$ cat config.mk
export PLATFORM = sky130hd
export DESIGN_NAME = mdio_cmd_master
export DESIGN_NICKNAME = d
export VERILOG_FILES = /design/src/rtl/mdio_cmd_pkg.sv /design/src/rtl/mdio_clk_div.sv /design/src/rtl/mdio_frame_seq.sv /design/src/rtl/mdio_cmd_master.sv
export SDC_FILE = /design/constraint.sdc
export NUM_CORES = 1
export LEC_CHECK = 0
export CAP_MARGIN = 0
export CORE_MARGIN = 2
export CORE_UTILIZATION = 58
export DETAILED_ROUTE_END_ITERATION = 12
export PLACE_DENSITY = 0.83
export SYNTH_ARGS = -nofsm -noshare
export SYNTH_HDL_FRONTEND = slang
export SYNTH_SLANG_ARGS = --single-unit
export TNS_END_PERCENT = 100
$ cat constraint.sdc
create_clock -name clk -period 4.8 [get_ports clk]
set_input_delay 0.96 -clock clk [delete_from_list [all_inputs] [get_ports clk]]
set_output_delay 0.96 -clock clk [all_outputs]
set_load 0.05 [all_outputs]
$ cat src/rtl/mdio_cmd_pkg.sv
package mdio_cmd_pkg;

    // frame geometry (clause-22): preamble + 32 header/data bits
    localparam int PRE_LEN   = 32;
    localparam int FRAME_LEN = PRE_LEN + 32;
    localparam int IDX_W     = $clog2(FRAME_LEN);

    // bit indices inside the frame, counted from the first preamble bit
    localparam logic [IDX_W-1:0] TA_IDX   = IDX_W'(PRE_LEN + 14);
    localparam logic [IDX_W-1:0] DATA_IDX = IDX_W'(PRE_LEN + 16);
    localparam logic [IDX_W-1:0] LAST_IDX = IDX_W'(FRAME_LEN - 1);

    // access word field positions (software-visible)
    localparam int GO_BIT = 31;
    localparam int RSV_BIT = 30;
    localparam logic [1:0] OP_READ = 2'b10;

    typedef struct packed {
        logic                  busy;
        logic                  mdc;
        logic [IDX_W-1:0]      idx;
        logic [FRAME_LEN-1:0]  sh;
        logic                  rd;
        logic [15:0]           rsh;
    } seq_state_t;

endpackage

$ cat src/rtl/mdio_clk_div.sv
module mdio_clk_div #(
    parameter int MDC_HALF = 4
) (
    input  logic clk,
    input  logic rst_n,
    input  logic run_i,
    output logic tick_o
);
    localparam int CW = (MDC_HALF > 1) ? $clog2(MDC_HALF) : 1;
    localparam logic [CW-1:0] CNT_LAST = CW'(MDC_HALF - 1);

    logic [CW-1:0] cnt_d, cnt_q;

    always_comb begin
        cnt_d = cnt_q;
        if (!run_i)                cnt_d = '0;
        else if (cnt_q == CNT_LAST) cnt_d = '0;
        else                       cnt_d = cnt_q + CW'(1);
    end

    always_ff @(posedge clk or negedge rst_n) begin
        if (!rst_n) cnt_q <= '0;
        else        cnt_q <= cnt_d;
    end

    assign tick_o = run_i && (cnt_q == CNT_LAST);

    generate
        if (MDC_HALF > 1) begin : g_spacing
            // phase edges are never on adjacent clocks when the half period exceeds one
            a_r8_tick_spacing: assert property (@(posedge clk) disable iff (!rst_n)
                tick_o |=> !tick_o);
        end
    endgenerate

endmodule

$ cat src/rtl/mdio_frame_seq.sv
module mdio_frame_seq
    import mdio_cmd_pkg::*;
(
    input  logic                 clk,
    input  logic                 rst_n,
    input  logic                 start_i,
    input  logic [FRAME_LEN-1:0] frame_i,
    input  logic                 is_read_i,
    input  logic                 tick_i,
    input  logic                 mdio_i,
    output logic                 run_o,
    output logic                 done_o,
    output logic [15:0]          rdata_o,
    output logic                 mdc_o,
    output logic                 mdio_o,
    output logic                 mdio_oe_o
);
    seq_state_t d, q;

    always_comb begin
        d = q;
        if (!q.busy) begin
            if (start_i) begin
                d.busy = 1'b1;
                d.mdc  = 1'b0;
                d.idx  = '0;
                d.sh   = frame_i;
                d.rd   = is_read_i;
                d.rsh  = '0;
            end
        end else if (tick_i) begin
            if (!q.mdc) begin
                // rising MDC: sample the PHY during the data field of a read
                d.mdc = 1'b1;
                if (q.rd && (q.idx >= DATA_IDX))
                    d.rsh = {q.rsh[14:0], mdio_i};
            end else begin
                // falling MDC: move to the next bit or close the frame
                d.mdc = 1'b0;
                if (q.idx == LAST_IDX) begin
                    d.busy = 1'b0;
                end else begin
                    d.idx = q.idx + IDX_W'(1);
                    d.sh  = {q.sh[FRAME_LEN-2:0], 1'b1};
                end
            end
        end
    end

    always_ff @(posedge clk or negedge rst_n) begin
        if (!rst_n) q <= '0;
        else        q <= d;
    end

    assign run_o     = q.busy;
    assign done_o    = q.busy && tick_i && q.mdc && (q.idx == LAST_IDX);
    assign rdata_o   = q.rsh;
    assign mdc_o     = q.mdc;
    assign mdio_o    = q.busy ? q.sh[FRAME_LEN-1] : 1'b1;
    assign mdio_oe_o = q.busy && !(q.rd && (q.idx >= TA_IDX));

    // MDC moves only on a divider tick
    a_r8_mdc_on_tick: assert property (@(posedge clk) disable iff (!rst_n)
        !tick_i |=> $stable(q.mdc));

    // the preamble field always carries ones
    a_r4_preamble_ones: assert property (@(posedge clk) disable iff (!rst_n)
        (q.busy && (q.idx < IDX_W'(PRE_LEN))) |-> mdio_o);

    // a new frame cannot begin while one is running
    a_r3_no_restart: assert property (@(posedge clk) disable iff (!rst_n)
        (q.busy && !done_o) |=> q.busy);

endmodule

$ cat src/rtl/mdio_cmd_master.sv
module mdio_cmd_master
    import mdio_cmd_pkg::*;
#(
    parameter int MDC_HALF = 4
) (
    input  logic        clk,
    input  logic        rst_n,
    input  logic        reg_wr_en,
    input  logic [31:0] reg_wr_data,
    output logic [31:0] reg_rd_data,
    output logic        mdc,
    output logic        mdio_o,
    output logic        mdio_oe,
    input  logic        mdio_i
);
    localparam logic [31:0] RSV_MASK = 32'h1 << RSV_BIT;

    logic [31:0] acc_d, acc_q;
    logic        start;
    logic        is_read;
    logic        seq_run, seq_done, tick;
    logic [15:0] rdata;
    logic [FRAME_LEN-1:0] frame;

    assign start   = reg_wr_en && !acc_q[GO_BIT] && reg_wr_data[GO_BIT];
    assign is_read = (reg_wr_data[19:18] == OP_READ);
    assign frame   = {{PRE_LEN{1'b1}}, reg_wr_data[17:16], reg_wr_data[19:18],
                      reg_wr_data[24:20], reg_wr_data[29:25], 2'b10,
                      reg_wr_data[15:0]};

    always_comb begin
        acc_d = acc_q;
        if (acc_q[GO_BIT]) begin
            if (seq_done) begin
                acc_d[GO_BIT] = 1'b0;
                if (acc_q[19:18] == OP_READ) acc_d[15:0] = rdata;
            end
        end else if (reg_wr_en) begin
            acc_d = reg_wr_data & ~RSV_MASK;
        end
    end

    always_ff @(posedge clk or negedge rst_n) begin
        if (!rst_n) acc_q <= '0;
        else        acc_q <= acc_d;
    end

    mdio_clk_div #(.MDC_HALF(MDC_HALF)) u_div (
        .clk    (clk),
        .rst_n  (rst_n),
        .run_i  (seq_run),
        .tick_o (tick)
    );

    mdio_frame_seq u_seq (
        .clk       (clk),
        .rst_n     (rst_n),
        .start_i   (start),
        .frame_i   (frame),
        .is_read_i (is_read),
        .tick_i    (tick),
        .mdio_i    (mdio_i),
        .run_o     (seq_run),
        .done_o    (seq_done),
        .rdata_o   (rdata),
        .mdc_o     (mdc),
        .mdio_o    (mdio_o),
        .mdio_oe_o (mdio_oe)
    );

    assign reg_rd_data = acc_q;

    // no clock activity while the go bit is clear
    a_r9_mdc_quiet_idle: assert property (@(posedge clk) disable iff (!rst_n)
        !acc_q[GO_BIT] |-> !mdc);

    // fields stay put under a write issued during a frame
    a_r10_busy_write_ignored: assert property (@(posedge clk) disable iff (!rst_n)
        (acc_q[GO_BIT] && reg_wr_en) |=> $stable(acc_q[29:16]));

    // the go bit falls with the bus parked
    a_r3_clean_finish: assert property (@(posedge clk) disable iff (!rst_n)
        $fell(acc_q[GO_BIT]) |-> (!mdc && !mdio_oe));

    // the pin is driven only while a frame is running
    a_r6_drive_only_busy: assert property (@(posedge clk) disable iff (!rst_n)
        mdio_oe |-> acc_q[GO_BIT]);

    // sequencer and access word agree on activity
    a_r3_busy_agree: assert property (@(posedge clk) disable iff (!rst_n)
        seq_run |-> acc_q[GO_BIT]);

endmodule

==> flow_summary_export.csv, run 1 <==
group,metric,value,unit
status,outcome,"completed",
layout,syn2layout_area_growth,26.70,%
place,dpl_worst_slack,1.408,ns
layout,fillers,533,
clocking,post-cts-setup-buffers,0,
timing,fin_crit,3.055,ns
timing,final.period_utilization,63.65,%
synth,synth_seq_cells,122,
route,routed-wl-met2,5750,um
setup_path,crit_chain,"o21a_1, clkdlybuf4s50_1",
floorplanning,fp.dieH,97.37,um
global_route,grt_pass1_wl,19300,um
synth,syn_nets,519,
route,vias,3935,
setup_path,crit_fanout,14,
layout,final_area,6406,sq um
setup_path,cpMaxStageDelayCell,"clkdlybuf4s50_1",
floorplanning,die_x,97.37,um
place,io_buffers,68,
min_path,hold_class,"register to register",
layout,multi_input_comb_area,1812,sq um
setup_path,r2r-end,"u_seq.q[23]$_DFFE_PN0P_",
synth,postSynth.asyncResetShare,100.0,%
setup_path,critPathLaunchType,"register",
layout,diodes,0,
clocking,clk_latency,0.51,ns
clocking,numCtsBuffers,17,
setup_path,critPathBufInv,1,
power_and_ir_drop,leakagePower,2.976,nW
setup_path,crit_type,"register to output port",
synth,syn_area_per_cell,10.51,sq um
global_route,grt-ovfl-total,0,
route,first_pass_iters,7,
route,m1WireLength,4870,um
setup_path,crit_end,"mdio_oe",
synth,yosys_warnings,0,
power_and_ir_drop,p_per_area,697.6,nW/um^2
layout,fin_nets,580,
global_route,grt_util_all_layers,25.60,%
synth,synth_edf_count,0,
run,maxCapViolations,0,
route,wirelength,11480,um
setup_path,required,3.84,ns
timing,setup_viol,0,
global_route,grt_max_degree,56,
layout,utilization,74.55,%
route,top_layer,"met4",
layout,mostFrequentLayoutCell,"dfrtp_1",
route,route.antenna.remaining_nets,0,
timing,maxSlewHeadroom,18.62,%
clocking,clockBufferDepth,2,
floorplanning,rows,34,
global_route,grt_antenna_before_repair,0,
setup_path,rr_startpoint,"u_seq.run_o$_DFF_PN0_",
timing,hold_viol,0,
setup_path,r2r_cells,4,
power_and_ir_drop,peakVddDrop,0.0002962,V
setup_path,max_stage_delay,0.80,ns
setup_path,crit_family,"buffers and inverters",
clocking,cts_resized,0,
route,drt-wirelength-per-cell,17.31,um
timing,finalSetupTns,0,ns
synth,synth_flop_cell,"dfrtp_1",
synth,netlist_area,5056,sq um
layout,drive_above_1_share,11.35,%
setup_path,worst-path-stages,2,
floorplanning,start_util,58.84,%
clocking,ctsRootBufferMaster,"clkbuf_8",
clocking,cts_hold_buf,0,
power_and_ir_drop,p_total,0.004469,W
floorplanning,io_pins,71,
global_route,grt_pass1_vias,3883,
route,wl_met3,646,um
place,hpwl,6719,um
synth,yosysSeqAreaShare,60.38,%
layout,final_cell_mix,"122 x dfrtp_1, 105 x nand2_1, 67 x clkdlybuf4s50_1, 34 x nand3_1, 33 x o21ai_0",
setup_path,cp.arrival,2.10,ns
setup_path,rrSetupSlack,2.30,ns
place,place.gp.congestion,0.8620,
timing,skew,0.005999,ns
layout,regArea,3053,sq um
clocking,htreeDepth,4,
route,drc,0,
synth,syn_inst,481,
setup_path,critPathLaunch,"u_seq.run_o$_DFF_PN0_",
timing,maxSlewViolCount,0,
floorplanning,die_area,9480,sq um
clocking,cts_sinks,122,
place,dpl_cell_area,5813,sq um
route,first_iter_violations,323,
setup_path,worst_setup_path_end_kind,"output port",
timing,max_clock_freq,327.3,MHz
route,vias_per_cell,5.935,
floorplanning,core-area,8593,sq um
clocking,cts_tree,"built",
min_path,holdPathStages,1,
synth,synth_cell_type_count,42,
clocking,path_clk_slew,0.06,ns
timing,rsz0062_at_grt,"no",
timing,worst_slack,1.745,ns
timing,worst_pin_slew,1.216,ns
[flip-flops by register name, indices dropped and copies added, names as in the netlist]
name and cells:
reg_rd_data 31, u_seq.rdata_o 16, u_seq.q 71, u_seq.run_o 1, u_div.cnt_q 2, u_seq.mdc_o 1
[per-layer routing]
| layer | up-vias | GRT usage, % |
|---|---|---|
| met5 | - | 0 |
| met4 | 0 | 9.829 |
| met3 | 21 | 5.755 |
| met2 | 155 | 40.69 |
| met1 | 1966 | 34.80 |
| li1 | 1793 | - |
[worst reg2reg max path, stage by stage (launching register included)]
cell and delay, ns:
dfrtp_1 0.52, or3_1 0.45, buf_4 0.33, a221o_1 0.68, a221o_1 0.41
[through the flow]
step | hold WS (ns) | std cells
after floorplan | 0.4091 | 481
after global placement | 0.4226 | 631
after detailed placement | 0.4364 | 631
after CTS | 0.4483 | 663
after global routing | 0.4684 | 663
final | 0.4478 | 663
[cell type report]
class | instances | area share [%]
clock buffers | 20 | 6.953
clock inverters | 12 | 2.305
inverters | 18 | 1.055
multi-input cells | 306 | 28.28
flip-flops and latches | 122 | 47.66
well taps | 108 | 2.109
repair buffers | 77 | 11.64
[kinds of logic (layout without fill, tap and decap cells)]
group / Yosys count / after routing / synth area share [%]
multiplexers: 14 / 14 / 3.118
AO/OA/AOI/OAI: 116 / 116 / 16.56
XOR/XNOR: 1 / 1 / 0.1733
flip-flops: 122 / 122 / 60.38
AND/OR/NAND/NOR: 172 / 172 / 14.80
adder cells (fa/ha/maj): 2 / 2 / 0.4948
buffers and inverters: 53 / 127 / 4.405
other: 1 / 1 / 0.07417
[synthesized netlist by cell type (2+ instances only)]
| cell | n | share of area (%) |
|---|---|---|
| o21ai_0 | 34 | 3.4 |
| a41oi_1 | 2 | 0.35 |
| nor2_1 | 17 | 1.3 |
| a221o_1 | 15 | 3.0 |
| a21oi_1 | 4 | 0.40 |
| nor2b_1 | 3 | 0.37 |
| a22o_1 | 17 | 2.9 |
| buf_2 | 9 | 0.89 |
| o21a_1 | 3 | 0.45 |
| a21o_1 | 15 | 2.2 |
| mux2_2 | 14 | 3.1 |
| and3_1 | 2 | 0.25 |
| dfrtp_1 | 122 | 60 |
| ha_1 | 2 | 0.49 |
| nand2_1 | 105 | 7.8 |
| nand2b_1 | 2 | 0.25 |
| a31oi_1 | 4 | 0.49 |
| a22oi_1 | 16 | 2.4 |
| clkbuf_1 | 22 | 1.6 |
| nand3_1 | 34 | 3.4 |
| inv_1 | 18 | 1.3 |
[how the worst min path moves through the flow]
stage | startpoint | endpoint | slack (ns)
finish | u_div.cnt_q[0]$_DFF_PN0_ | u_div.cnt_q[0]$_DFF_PN0_ | 0.45
global route | u_div.cnt_q[0]$_DFF_PN0_ | u_div.cnt_q[0]$_DFF_PN0_ | 0.47
floorplan | u_div.cnt_q[0]$_DFF_PN0_ | u_div.cnt_q[0]$_DFF_PN0_ | 0.41
global placement | u_div.cnt_q[0]$_DFF_PN0_ | u_div.cnt_q[0]$_DFF_PN0_ | 0.42
detailed placement | u_div.cnt_q[0]$_DFF_PN0_ | u_div.cnt_q[0]$_DFF_PN0_ | 0.44
CTS | u_div.cnt_q[0]$_DFF_PN0_ | u_div.cnt_q[0]$_DFF_PN0_ | 0.45
[report_power, final]
group          internal (W)  switching (W)  total, W  leakage (nW)
clock network      0.000814       0.000442   0.00126         0.290
logic              0.000554       0.000964   0.00152          1.18
registers           0.00143       0.000264   0.00169          1.51
total               0.00280        0.00167   0.00447          2.98
Power figures use the tool's default switching activity.
==> run 2: changes to the inputs <==
CORE_UTILIZATION = 54   (was 58)
PLACE_DENSITY = 0.78   (was 0.83)
clock period = 3.15 ns   (was 4.8 ns; I/O delays follow)
==> run 2 against run 1 <==
Compared with the run above:
- clock-buffer cell count fell by 2
- via count down 2.4%
- wire length fell by 2.1%
- sequential power increased by 53%
- register-to-register slack worse by 1.4 ns
- design area about the same
- die area grew 7.1%
- core utilization is 4.5 points lower
- power rose by 51%
- clock power increased by 48%
- largest cell class unchanged
==> flow_summary_export.csv, run 2 (synthesis results as in run 1) <==
group,metric,value,unit
status,outcome,"completed",
layout,syn2layout_area_growth,26.80,%
route,drt-wirelength-per-cell,16.84,um
timing,maxSlewHeadroom,23.36,%
place,hpwl,6934,um
power_and_ir_drop,p_per_area,1051,nW/um^2
min_path,hold_class,"input port to asynchronous set/reset pin",
place,io_buffers,68,
clocking,ctsRootBufferMaster,"clkbuf_8",
timing,finalSetupTns,0,ns
layout,drive_above_1_share,11.69,%
power_and_ir_drop,peakVddDrop,0.0005658,V
setup_path,critPathLaunchType,"register",
timing,hold_viol,0,
timing,rsz0062_at_grt,"no",
layout,finalNonFillerCells,667,
global_route,grt_max_degree,54,
layout,final_cell_mix,"122 x dfrtp_1, 105 x nand2_1, 67 x clkdlybuf4s50_1, 34 x nand3_1, 33 x o21ai_0",
setup_path,rrSetupSlack,0.92,ns
clocking,clockBufferDepth,2,
setup_path,r2r_cells,5,
place,place.gp.congestion,0.8682,
floorplanning,io_pins,71,
floorplanning,die_x,100.8,um
setup_path,crit_fanout,14,
timing,max_clock_freq,366.2,MHz
clocking,cts_hold_buf,0,
global_route,grt_pass1_vias,3816,
layout,largest_reg_flops,71,
clocking,cts_sinks,122,
timing,worst_slack,0.4195,ns
layout,mostFrequentLayoutCell,"dfrtp_1",
floorplanning,start_util,55.24,%
clocking,clk_latency,0.51,ns
floorplanning,die_area,10150,sq um
clocking,cts_resized,0,
layout,regMostFlops,"u_seq.q",
clocking,numCtsBuffers,17,
timing,worst_pin_slew,1.145,ns
setup_path,required,2.52,ns
setup_path,cp.arrival,2.10,ns
place,dp.cells,635,
clocking,post-cts-setup-buffers,0,
floorplanning,rows,35,
timing,maxSlewViolCount,0,
floorplanning,core-area,9153,sq um
clocking,htreeDepth,4,
run,maxCapViolations,0,
setup_path,rr_startpoint,"u_seq.run_o$_DFF_PN0_",
setup_path,worst_setup_path_end_kind,"output port",
route,drc,0,
layout,diodes,0,
route,route.antenna.remaining_nets,0,
global_route,grt_pass1_wl,18930,um
power_and_ir_drop,leakagePower,2.960,nW
global_route,grt_util_all_layers,23.97,%
clocking,path_clk_slew,0.06,ns
timing,setup_viol,0,
global_route,grt_antenna_before_repair,0,
floorplanning,fp.dieH,100.8,um
timing,fin_crit,2.731,ns
global_route,grt-ovfl-total,0,
place,dpl_worst_slack,0.4528,ns
layout,fin_nets,581,
clocking,cts_tree,"built",
route,wirelength,11230,um
route,vias,3841,
setup_path,r2r-end,"u_seq.q[46]$_DFFE_PN0P_",
setup_path,crit_type,"register to output port",
layout,utilization,70.05,%
route,first_iter_violations,334,
route,first_pass_iters,5,
route,vias_per_cell,5.759,
timing,final.period_utilization,86.68,%
timing,skew,0.008435,ns
run 2: worst max-delay path by stage:
stage / from / endpoint / slack, ns / depth (start not counted)
after CTS: u_seq.run_o$_DFF_PN0_ / mdio_oe / 0.41 / 2
after detailed placement: reg_wr_en / u_seq.q[85]$_DFFE_PN0P_ / 0.45 / 7
after global placement: reg_wr_en / u_seq.q[86]$_DFFE_PN0P_ / 0.50 / 7
after global routing: u_seq.run_o$_DFF_PN0_ / mdio_oe / 0.32 / 2
after floorplan: reg_rd_data[31]$_DFF_PN0_ / u_seq.q[29]$_DFFE_PN0P_ / 1.06 / 5
final: u_seq.run_o$_DFF_PN0_ / mdio_oe / 0.42 / 2
run 2: critical path, stage by stage (launching register included):
cell,delay (ns)
dfrtp_1,0.59
o21a_1,0.20
clkdlybuf4s50_1,0.81
run 2: cell type report:
cell class                 instances  area [sq um]
sequential                       122          3053
fill                             629          2741
multi-input combinational        306          1812
timing repair buffer              78         765.7
clock buffer                      18         427.9
clock inverter                    14         146.4
tap                              111         138.9
inverter                          18         67.56
run 2: per-layer routing:
layer	up-vias	share of wire, %	wire, um	GRT usage (%)
met3	14	4.7	525	6.033
met4	0	0.98	110	7.482
met5	-	0	0	0
met1	1932	44	4928	33.13
met2	98	50	5666	37.64
li1	1797	-	-	-
run 2: metrics by stage:
stage | hold slack [ns] | instance area, sq um | power [W]
CTS | 0.1692 | 6411 | 0.006774
detailed placement | 0.4524 | 5837 | 0.004881
global placement | 0.4231 | 5837 | 0.004781
finish | 0.1549 | 6411 | 0.006736
global route | 0.1979 | 6411 | 0.007098
floorplan | 0.3344 | 5056 | 0.004090
run 2: power by group:
part | internal [W] | switching, W
registers | 0.00218 | 0.000399
clock network | 0.00115 | 0.000722
logic | 0.000850 | 0.00144
total | 0.00417 | 0.00256
==> run 3: changes to the inputs <==
CORE_UTILIZATION = 60   (was 54)
DONT_BUFFER_PORTS = 1   (was default)
PLACE_DENSITY = 0.75   (was 0.78)
SLEW_MARGIN = 25   (was default)
==> run 3 against run 2 <==
Compared with the run above:
- the flow now finishes with violations (negative hold slack)
- worst setup slack improved by 0.43 ns
- non-clock buffer count shrank 69
- first-iteration DRC count decreased by 31%
- design area is 10% lower
- clock skew fell by 0.0020 ns
- via count down 5.9%
- critical path type is now register to register
- critical endpoint is now u_seq.q[37]$_DFFE_PN0P_
- largest cell class unchanged
- highest routed layer unchanged
==> flow_summary_export.csv, run 3 (synthesis results as in run 1) <==
group,metric,value,unit
timing,setup_viol,0,
route,drt-wirelength-per-cell,18.11,um
clocking,cts_tree,"built",
setup_path,worst_setup_path_end_kind,"register",
floorplanning,io_pins,71,
setup_path,crit_fanout,15,
setup_path,crit_chain,"or3_1, a221o_1, a221o_1",
global_route,grt_max_degree,123,
setup_path,rr_startpoint,"reg_rd_data[31]$_DFF_PN0_",
setup_path,crit_family,"compound AO/OA/AOI/OAI gates",
floorplanning,core-area,8175,sq um
setup_path,cp.arrival,2.69,ns
power_and_ir_drop,leakagePower,2.710,nW
route,wirelength,10720,um
layout,drive_above_1_share,13.14,%
clocking,ctsRootBufferMaster,"clkbuf_8",
clocking,clk_latency,0.51,ns
timing,max_clock_freq,435.6,MHz
timing,hold_viol,122,
setup_path,critPathLaunch,"reg_rd_data[31]$_DFF_PN0_",
layout,mostFrequentLayoutCell,"dfrtp_1",
route,vias,3615,
timing,skew,0.006413,ns
route,vias_per_cell,6.106,
timing,fin_crit,2.296,ns
timing,worst_pin_slew,0.8236,ns
setup_path,crit_type,"register to register",
clocking,clockBufferDepth,2,
global_route,grt_pass1_vias,3411,
clocking,post-cts-setup-buffers,0,
floorplanning,fp.dieH,95.80,um
floorplanning,die_x,95.80,um
global_route,grt-ovfl-total,0,
floorplanning,die_area,9177,sq um
timing,maxSlewViolCount,0,
layout,largest_reg_flops,71,
clocking,path_clk_slew,0.06,ns
run,maxCapViolations,0,
setup_path,cpMostUsedCell,"a221o_1",
route,route.antenna.remaining_nets,0,
layout,syn2layout_area_growth,13.73,%
layout,regMostFlops,"u_seq.q",
timing,holdWs,-0.1887,ns
setup_path,critPathBufInv,0,
layout,final_cell_mix,"122 x dfrtp_1, 105 x nand2_1, 34 x nand3_1, 33 x o21ai_0, 18 x inv_1",
setup_path,cpMaxStageDelayCell,"dfrtp_1",
min_path,hold_class,"input port to asynchronous set/reset pin",
global_route,grt_antenna_before_repair,0,
route,first_pass_iters,4,
power_and_ir_drop,p_total,0.006333,W
floorplanning,start_util,61.85,%
status,outcome,"complete, but fails checks",
setup_path,r2r_cells,3,
clocking,cts_resized,0,
status,violations,"negative hold slack",
timing,maxSlewHeadroom,44.79,%
setup_path,crit_end,"u_seq.q[37]$_DFFE_PN0P_",
setup_path,rrSetupSlack,0.85,ns
place,io_buffers,0,
place,place.gp.congestion,0.7953,
setup_path,max_stage_delay,0.63,ns
clocking,cts_sinks,122,
clocking,numCtsBuffers,17,
timing,rsz0062_at_grt,"no",
global_route,grt_util_all_layers,25.08,%
layout,fin_nets,512,
setup_path,r2r-end,"u_seq.q[37]$_DFFE_PN0P_",
timing,finalSetupTns,0,ns
place,hpwl,6184,um
route,drc,0,
clocking,htreeDepth,4,
layout,fillers,567,
layout,diodes,0,
power_and_ir_drop,p_per_area,1101,nW/um^2
global_route,grt_pass1_wl,17420,um
setup_path,critPathLaunchType,"register",
floorplanning,rows,33,
setup_path,worst-path-stages,3,
setup_path,required,3.54,ns
power_and_ir_drop,peakVddDrop,0.0004647,V
route,first_iter_violations,230,
timing,final.period_utilization,72.88,%
run 3: changes by cell type in the layout (fill, tap and decap cells not counted):
cell	previous run	this run
buf_4	10	8
bufinv_16	2	3
clkbuf_1	0	1
clkbuf_8	2	4
clkdlybuf4s50_1	67	0
clkinvlp_4	6	4
inv_6	2	0
nor2_1	17	16
nor2_2	0	1
o21a_1	3	2
o21a_2	0	1
run 3: metrics by stage:
stage	instances	instance area, sq um	util [%]	hold slack, ns	setup WS [ns]
4_1_cts	592	5748	70.31	-0.2040	0.7673
6_report	592	5751	70.34	-0.1887	0.8544
3_5_place_dp	560	5145	62.93	0.3374	0.7742
3_3_place_gp	560	5145	62.93	0.3375	0.8450
5_1_grt	592	5751	70.34	-0.2149	0.7575
2_1_floorplan	481	5056	-	0.3344	1.056
run 3: area by class of cell:
cell class                      count  area [sq um]  share of cell area (%)
Clock buffer                       21         459.2                   7.985
Clock inverter                     11         143.9                   2.502
Inverter                           18         67.56                   1.175
Multi-Input combinational cell    306          1815                   31.57
Sequential cell                   122          3053                   53.09
Tap cell                          105         131.4                   2.285
Timing Repair Buffer                9         80.08                   1.393
run 3: power by group:
part	leakage, nW	internal [W]	switching [W]
Sequential	1.51	0.00216	0.00116
Combinational	0.918	0.000474	0.000591
Clock	0.286	0.00126	0.000681
run 3: worst min-delay path by stage:
| stage | endpoint | depth (start not counted) |
|---|---|---|
| floorplan | reg_rd_data[0]$_DFFE_PN0P_ | 0 |
| global placement | reg_rd_data[19]$_DFFE_PN0N_ | 0 |
| detailed placement | reg_rd_data[19]$_DFFE_PN0N_ | 0 |
| CTS | reg_rd_data[1]$_DFFE_PN0P_ | 0 |
| global route | reg_rd_data[18]$_DFFE_PN0N_ | 0 |
| finish | reg_rd_data[26]$_DFFE_PN0N_ | 0 |
run 3: per-layer routing:
metal	part of all wire (%)	GRT usage [%]	routed length (um)	vias up
met5	0	0	0	-
met4	0.88	6.548	94	0
met3	5.6	8.066	596	13
met2	50	37.82	5334	97
met1	44	35.49	4698	1847
li1	-	-	-	1658
